File: src/rtl/cbsched_pkg.sv
package cbsched_pkg;

    typedef enum logic {
        CLS_UL = 1'b0,
        CLS_DL = 1'b1
    } cls_e;

    localparam int unsigned NUM_CLS = 2;

    typedef struct packed {
        logic busy;
        cls_e owner;
        cls_e last;
    } arb_st_t;

endpackage

File: src/rtl/cbsched_credit.sv
module cbsched_credit #(
    parameter int unsigned WW = 8,
    parameter int unsigned CW = WW + 2
) (
    input  logic          clk,
    input  logic          rst_n,
    input  logic [WW-1:0] weight_i,
    input  logic          reload_i,
    input  logic          consume_i,
    output logic [CW-1:0] eff_o,
    output logic          zero_o
);

    typedef struct packed {
        logic [CW-1:0] cred;
    } cred_st_t;

    cred_st_t st_d, st_q;
    logic [CW-1:0] full;

    always_comb begin
        full  = CW'({weight_i, 1'b0}) + CW'(weight_i);
        st_d  = st_q;
        eff_o = reload_i ? full : st_q.cred;
        if (reload_i) begin
            st_d.cred = full;
        end else if (consume_i && (st_q.cred != '0)) begin
            st_d.cred = st_q.cred - CW'(1);
        end
        zero_o = (st_q.cred == '0);
    end

    always_ff @(posedge clk) begin
        if (!rst_n) begin
            st_q <= '0;
        end else begin
            st_q <= st_d;
        end
    end

    // one finished block removes exactly one credit
    a_r9_one_per_block: assert property (@(posedge clk) disable iff (!rst_n)
        (consume_i && !reload_i && !zero_o) |=> (st_q.cred == $past(st_q.cred) - CW'(1)));

    // reload always lands on weight times three
    a_r5_reload_value: assert property (@(posedge clk) disable iff (!rst_n)
        (reload_i && $stable(weight_i)) |=> (st_q.cred == CW'({weight_i, 1'b0}) + CW'(weight_i)));

endmodule

File: src/rtl/cbsched_pick.sv
module cbsched_pick
    import cbsched_pkg::*;
(
    input  logic ul_req_i,
    input  logic dl_req_i,
    input  logic ul_has_i,
    input  logic dl_has_i,
    input  cls_e last_i,
    output logic valid_o,
    output cls_e pick_o
);

    always_comb begin
        valid_o = ul_req_i || dl_req_i;
        pick_o  = CLS_UL;
        if (ul_req_i && !dl_req_i) begin
            pick_o = CLS_UL;
        end else if (dl_req_i && !ul_req_i) begin
            pick_o = CLS_DL;
        end else if (ul_has_i && !dl_has_i) begin
            pick_o = CLS_UL;
        end else if (dl_has_i && !ul_has_i) begin
            pick_o = CLS_DL;
        end else begin
            pick_o = (last_i == CLS_UL) ? CLS_DL : CLS_UL;
        end
    end

endmodule

File: src/rtl/cbsched_top.sv
module cbsched_top
    import cbsched_pkg::*;
#(
    parameter int unsigned WW = 8
) (
    input  logic          clk,
    input  logic          rst_n,
    input  logic          ul_req_i,
    input  logic          dl_req_i,
    input  logic          ul_done_i,
    input  logic          dl_done_i,
    input  logic [WW-1:0] ul_weight_i,
    input  logic [WW-1:0] dl_weight_i,
    output logic [1:0]    grant_o
);

    localparam int unsigned CW = WW + 2;

    arb_st_t st_d, st_q;

    logic [NUM_CLS-1:0]   req;
    logic [NUM_CLS-1:0]   done;
    logic [NUM_CLS-1:0]   consume;
    logic [NUM_CLS-1:0]   zero;
    logic [NUM_CLS-1:0]   has;
    logic [WW-1:0]        weight [NUM_CLS];
    logic [CW-1:0]        eff    [NUM_CLS];
    logic                 reload;
    logic                 pick_valid;
    cls_e                 pick;

    assign req       = {dl_req_i, ul_req_i};
    assign done      = {dl_done_i, ul_done_i};
    assign weight[0] = ul_weight_i;
    assign weight[1] = dl_weight_i;

    assign reload = !st_q.busy && ((zero[0] && zero[1]) || (req == '0));

    for (genvar c = 0; c < NUM_CLS; c++) begin : g_cls
        assign consume[c] = st_q.busy && (st_q.owner == cls_e'(c)) && done[c];
        assign has[c]     = (eff[c] != '0);

        cbsched_credit #(
            .WW (WW),
            .CW (CW)
        ) i_credit (
            .clk       (clk),
            .rst_n     (rst_n),
            .weight_i  (weight[c]),
            .reload_i  (reload),
            .consume_i (consume[c]),
            .eff_o     (eff[c]),
            .zero_o    (zero[c])
        );
    end

    cbsched_pick i_pick (
        .ul_req_i (ul_req_i),
        .dl_req_i (dl_req_i),
        .ul_has_i (has[0]),
        .dl_has_i (has[1]),
        .last_i   (st_q.last),
        .valid_o  (pick_valid),
        .pick_o   (pick)
    );

    always_comb begin
        st_d = st_q;
        if (st_q.busy) begin
            if (done[st_q.owner]) begin
                st_d.busy = 1'b0;
            end
        end else if (pick_valid) begin
            st_d.busy  = 1'b1;
            st_d.owner = pick;
            st_d.last  = pick;
        end
    end

    always_ff @(posedge clk) begin
        if (!rst_n) begin
            st_q <= '{busy: 1'b0, owner: CLS_UL, last: CLS_DL};
        end else begin
            st_q <= st_d;
        end
    end

    assign grant_o = st_q.busy ? ((st_q.owner == CLS_DL) ? 2'b10 : 2'b01) : 2'b00;

    // never more than one class on the path
    a_r2_onehot: assert property (@(posedge clk) disable iff (!rst_n)
        $onehot0(grant_o));

    // a new grant only follows a request of that class
    a_r2_needs_req: assert property (@(posedge clk) disable iff (!rst_n)
        (grant_o == 2'b00) |=> ((!grant_o[0] || $past(ul_req_i)) && (!grant_o[1] || $past(dl_req_i))));

    // grant held until its owner finishes
    a_r3_hold: assert property (@(posedge clk) disable iff (!rst_n)
        ((grant_o[0] && !ul_done_i) || (grant_o[1] && !dl_done_i)) |=> $stable(grant_o));

    // owner's done releases the path next cycle
    a_r3_release: assert property (@(posedge clk) disable iff (!rst_n)
        ((grant_o[0] && ul_done_i) || (grant_o[1] && dl_done_i)) |=> (grant_o == 2'b00));

    // a lone requester is served
    a_r4_lone_ul: assert property (@(posedge clk) disable iff (!rst_n)
        ((grant_o == 2'b00) && ul_req_i && !dl_req_i) |=> (grant_o == 2'b01));

    // zero credit loses against a class with credit
    a_r6_no_credit_loses: assert property (@(posedge clk) disable iff (!rst_n)
        ((grant_o == 2'b00) && ul_req_i && dl_req_i && !has[0] && has[1]) |=> (grant_o == 2'b10));

endmodule

File: config.mk
export PLATFORM = sky130hd
export DESIGN_NAME = cbsched_top
export DESIGN_NICKNAME = d
export VERILOG_FILES = /design/src/rtl/cbsched_pkg.sv /design/src/rtl/cbsched_credit.sv /design/src/rtl/cbsched_pick.sv /design/src/rtl/cbsched_top.sv
export SDC_FILE = /design/constraint.sdc
export NUM_CORES = 1
export LEC_CHECK = 0
export ABC_AREA = 1
export CORE_ASPECT_RATIO = 1.5
export CORE_MARGIN = 8
export CORE_UTILIZATION = 30
export CTS_CLUSTER_SIZE = 25
export DETAILED_ROUTE_END_ITERATION = 10
export SYNTH_ARGS = -nofsm -noshare
export SYNTH_HDL_FRONTEND = slang
export SYNTH_SLANG_ARGS = --single-unit
File: constraint.sdc
create_clock -name clk -period 2.65 [get_ports clk]
set_input_delay 0.6625 -clock clk [delete_from_list [all_inputs] [get_ports clk]]
set_output_delay 0.6625 -clock clk [all_outputs]
set_load 0.02 [all_outputs]
### Word-level counts from Yosys, hierarchy flattened

Cells that the tools add are included.

* register bits after elaboration: 23
* latch bits: 0
* memory bits (writable): 0
* ROM bits: 0
* input bits: 22
* output and inout bits: 2
* logic and storage cells: 59
* memories: 0

* add/sub/neg operators: 4
* multiply operators: 0
* divide/modulo/power cells: 0
* order comparisons: 1
* eq/ne operators: 0
* shift operators: 0
* mux-type cells: 18
* bitwise operators: 2
* reduce and logical (&&, ||, !) cells: 29

Operators with widths (count)
* 10-bit two-way mux: 6
* 10-bit nonzero test: 4
* 9-bit by 8-bit adder with 10-bit output: 2
* 10-bit zero test: 2
* 10-bit by 1-bit subtractor with 10-bit output, second input constant: 2
* 1-bit logical AND: 12
* 1-bit two-way mux: 9
* 1-bit zero test: 5
* 2-bit two-way mux: 2
* 2-bit nonzero test: 2
* 3-bit two-way mux: 1
* 2-bit zero test: 1
* 1-bit logical OR: 2
* 1-bit by 2-bit less-than comparator with 1-bit output, second input constant: 1
* 1-bit inverter: 2
* 2-bit AND reduction: 1

### Logic depth before layout (Yosys ltp)

* depth in word-level cells: 14
* depth in mapped cells: 18
* gate-level depth less buffers: 18

### Cells and area by module

A second synthesis with hierarchy kept.

* cell total of the unflattened synthesis: 431
* area total of the unflattened synthesis: 2592.5 sq um

By module, submodules not included
* cbsched_credit: instances 2, cells an instance 188, area an instance 1149.9 sq um, sequential area each 200.2 sq um
* cbsched_top: instances 1, cells an instance 42, area an instance 242.7 sq um, sequential area each 60.1 sq um
* cbsched_pick: instances 1, cells an instance 13, area an instance 50.0 sq um, sequential area each 0.0 sq um

### Least setup slack after synthesis

No wires, ideal clock.

* path type: in2reg
* start point: input ul_weight_i[0]
* end point: register st_q[1] in the netlist's numbering
* setup time: 69 ps
* arrival: 2303 ps
* required time: 2581 ps
* setup slack: 278 ps
* stages on the path: 14
* path buffers: 0
* cells stage by stage: ha_1 inv_1 fa_1 o21ai_0 nand2_1 nand4_1 nand2_1 o21ai_0 nand2_1 nor2_2 nand2_1 nand3_2 nand2_2 a21oi_2

* longest elaborated chain between the ends: 9
* elaborated cells on any way between the ends: 10
* classes of those cells: add/sub: 1; mux: 5; reduce/logical: 4

Ends and longest elaborated chain
* start: declaration: line cbsched_top.sv:12 `input logic [WW-1:0] ul_weight_i,`
* 9-bit by 8-bit adder with 10-bit output (*): line cbsched_credit.sv:22 `full = CW'({weight_i, 1'b0}) + CW'(weight_i);`
* 10-bit two-way mux (*): line cbsched_credit.sv:24 `eff_o = reload_i ? full : st_q.cred;`
* 10-bit nonzero test (*): line cbsched_top.sv:41 `assign has[c] = (eff[c] != '0);`
* 1-bit zero test: line cbsched_pick.sv:22 `end else if (dl_has_i && !ul_has_i) begin`
* 1-bit logical AND: line cbsched_pick.sv:22
* 1-bit two-way mux: line cbsched_pick.sv:22
* 1-bit two-way mux (*): line cbsched_pick.sv:20 `end else if (ul_has_i && !dl_has_i) begin`
* 1-bit two-way mux (*): line cbsched_pick.sv:18 `end else if (dl_req_i && !ul_req_i) begin`
* 1-bit two-way mux (*): line cbsched_pick.sv:16 `if (ul_req_i && !dl_req_i) begin`
* end signal: assignment: line cbsched_top.sv:82 `st_q <= '{busy: 1'b0, owner: CLS_UL, last: CLS_DL};`
* end signal: assignment: line cbsched_top.sv:84 `st_q <= st_d;`
* end: declaration: line cbsched_top.sv:19 `arb_st_t st_d, st_q;`

Every way passes the cells marked *; elsewhere a longest branch is shown, timed or not.
A chain may end at the register's enable or synchronous reset.

### Worst setup path in the final report

* start point: input ul_weight_i[2]
* end point: register st_q[1] in the netlist's numbering

Same word-level chain as after synthesis.

==> results.py <==
metrics = {
    "timing": {
        "slew_headroom_pct": 62.7,
        "worst_slack_ns": 0.157,
        "finalSetupTns_ns": 0,
        "finalSetupViolations": 0,
        "timing.fmax_mhz": 401,
        "rsz0062_at_grt": "false",
        "finalCritPeriodShare_pct": 94.1,
        "tightest_slew_ns": 0.557,
        "fin_skew_ns": 0.00638,
        "slew_viol_final": 0,
        "timing.final.crit_period_ns": 2.49,
        "hold_viol_final": 0,
    },
    "floorplanning": {
        "io_pins": 24,
        "die_h_um": 123,
        "initial_core_util_pct": 30.5,
        "die_area_um2": 10800,
        "rows": 39,
        "dieWidth_um": 87.4,
        "core_area_um2": 7510,
    },
    "critical_path": {
        "worstSetupStartpoint": "ul_weight_i[2]",
        "crit_family": "buffers and inverters",
        "end_kind": "flip-flop",
        "critical_path.max_fanout": 3,
        "cp_cell_sequence": "clkdlybuf4s50_1 > inv_1 > fa_2 > buf_4 > xnor2_2 > o31ai_2 > nand3_1 > nor2_2 > nand2_1 > nand3_2 > nand2_2 > a21oi_2",
        "critPathSlowestCell": "clkdlybuf4s50_1",
        "required_ns": 2.84,
        "max_stage_delay_ns": 0.52,
        "reg2reg_from": "g_cls[1].i_credit.st_q[0]$_SDFFE_PN0P_",
        "worstPathArrival_ns": 2.68,
        "cp-start-kind": "input port",
        "path_buf_inv": 3,
        "path_class": "in -> reg",
    },
    "synth": {
        "async_reset_ff_share_pct": 0,
        "syn_nets": 403,
        "synth_cells": 357,
        "ys.flop_type": "dfxtp_1",
        "ys_seq_area_share_pct": 20.1,
        "ys_seq_elements": 23,
        "synth_cell_types": 33,
        "syn_area_um2": 2290,
        "synth-edff-count": 0,
        "syn_area_per_cell_um2": 6.42,
        "yosys_warnings": 0,
    },
    "global_routing": {
        "grt_first_pass_wirelength_um": 10400,
        "grt_antenna_before_repair": 0,
        "grt_pass1_vias": 2491,
        "grt_overflow": 0,
        "grt_usage_pct": 11.7,
        "grt_max_degree": 18,
    },
    "cts": {
        "tritoncts": "built",
        "cts-htree-levels": 1,
        "clkTransAtPathRegs_ns": 0.07,
        "ctsHoldBuffers": 0,
        "clockBufferDepth": 2,
        "clk_latency_ns": 0.26,
        "numCtsBuffers": 3,
        "root_buffer": "clkbuf_16",
        "cts_sinks": 23,
    },
    "min_path": {
        "holdCritStartpoint": "g_cls[1].i_credit.st_q[0]$_SDFFE_PN0P_",
        "min_path_type": "reg -> reg",
    },
    "flow_run": {
        "maxCapViolCount": 0,
    },
    "route": {
        "post_drt_wl_per_cell_um": 11.8,
        "wl_um": 6230,
        "vias": 2488,
        "vias_per_cell": 4.69,
        "firstDrtPassIters": 4,
        "first_iter_violations": 87,
        "route.detailed.drc": 0,
        "ant_nets": 0,
    },
    "final_layout": {
        "fin_util_pct": 42.0,
        "num-fill-cells": 823,
        "final_nets": 475,
        "final_layout_size_suffix_gt1_share_pct": 20.6,
        "antenna_cells": 0,
        "syn_to_final_growth_pct": 37.7,
        "final_cell_mix": "91 x nand2_1, 49 x buf_4, 44 x inv_1, 28 x o21ai_0, 25 x nand3_1",
        "final_common_cell": "nand2_1",
        "final_cell_area_um2": 3160,
    },
    "place": {
        "place.gp.congestion": 0.809,
        "port-buffer-count": 23,
        "place_ws_ns": -0.373,
        "placed_area_um2": 2980,
        "hpwl_um": 4980,
    },
    "run_status": {
        "outcome": "complete, no violations",
    },
    "pwr": {
        "powerDensity_nw_per_um2": 659,
        "power_mw": 2.08,
        "power.leakage_nw": 1.57,
        "peakVddDrop_mv": 0.318,
    },
}
worst min-delay path, stage by stage (launching register included):
cell and delay [ns]:
dfxtp_1 0.32, nand3_1 0.08, a21oi_1 0.06
registers in the layout, summed over array words and instances (netlist names):
name	count
g_cls.i_credit.st_q	20
st_q	3
synthesized netlist by cell type, drive strengths merged, types with 6 or more instances:
| cell type | instances | area share, % |
|---|---|---|
| a21oi | 23 | 5.7 |
| nor2 | 31 | 5.7 |
| buf | 7 | 2.1 |
| o211ai | 6 | 2.0 |
| ha | 22 | 12 |
| nand2 | 98 | 17 |
| inv | 44 | 7.2 |
| a31oi | 11 | 3.0 |
| dfxtp | 23 | 20 |
| o21ai | 33 | 7.4 |
| xor2 | 7 | 2.7 |
| nand3 | 27 | 6.3 |
power by group:
group	total (mW)	switching (mW)	leakage (nW)	internal (mW)
logic	1.24	0.691	1.34	0.546
clock network	0.336	0.133	0.0409	0.203
registers	0.509	0.0797	0.190	0.429
final timing paths:
kind                                                                to  slack, ns  depth (start not counted)
worst max-delay path                              st_q[1]$_SDFFE_PN0P_       0.16                         12
worst min-delay path            g_cls[1].i_credit.st_q[0]$_SDFFE_PN0P_       0.50                          2
worst max register to register                    st_q[0]$_SDFFE_PN1P_       0.48                         15
worst min register to register  g_cls[1].i_credit.st_q[0]$_SDFFE_PN0P_       0.50                          2
metrics by stage:
step                      cells  hold slack [ns]
after floorplan             357            0.464
after global placement      523            0.477
after detailed placement    523            0.492
after CTS                   527            0.502
after global routing        530            0.524
final                       530            0.500
kinds of logic (layout without fill, tap and decap cells):
logic type	after synthesis	after routing	share of synthesized area, %
fa+ha+maj	24	24	13.7
compound gates	77	77	19.4
xor+xnor	12	12	4.58
buf+inv	52	123	9.49
flops	23	23	20.1
simple gates	169	169	32.7
routing by layer:
metal	vias up	track usage [%]	routed length, um
met5	-	0	0
met4	0	2.27	59
met1	1123	11.7	2520
met3	6	2.20	200
met2	31	23.9	3450
li1	1328	-	-
repair_timing:
item	4_1_cts	5_1_grt
resized for setup	7	18
setup buffers	0	3
setup endpoints to repair	2	2
pin swaps	1	12
gates cloned	0	0
cell type report:
class	count	area (um^2)	area share, %
flip-flops and latches	23	460	14.6
multi-input cells	282	1680	53.2
clock inverters	1	5.00	0.158
inverters	45	169	5.35
repair buffers	74	639	20.2
clock buffers	3	75.1	2.38
well taps	102	128	4.04
No activity file was read; power rests on OpenSTA's default activity.
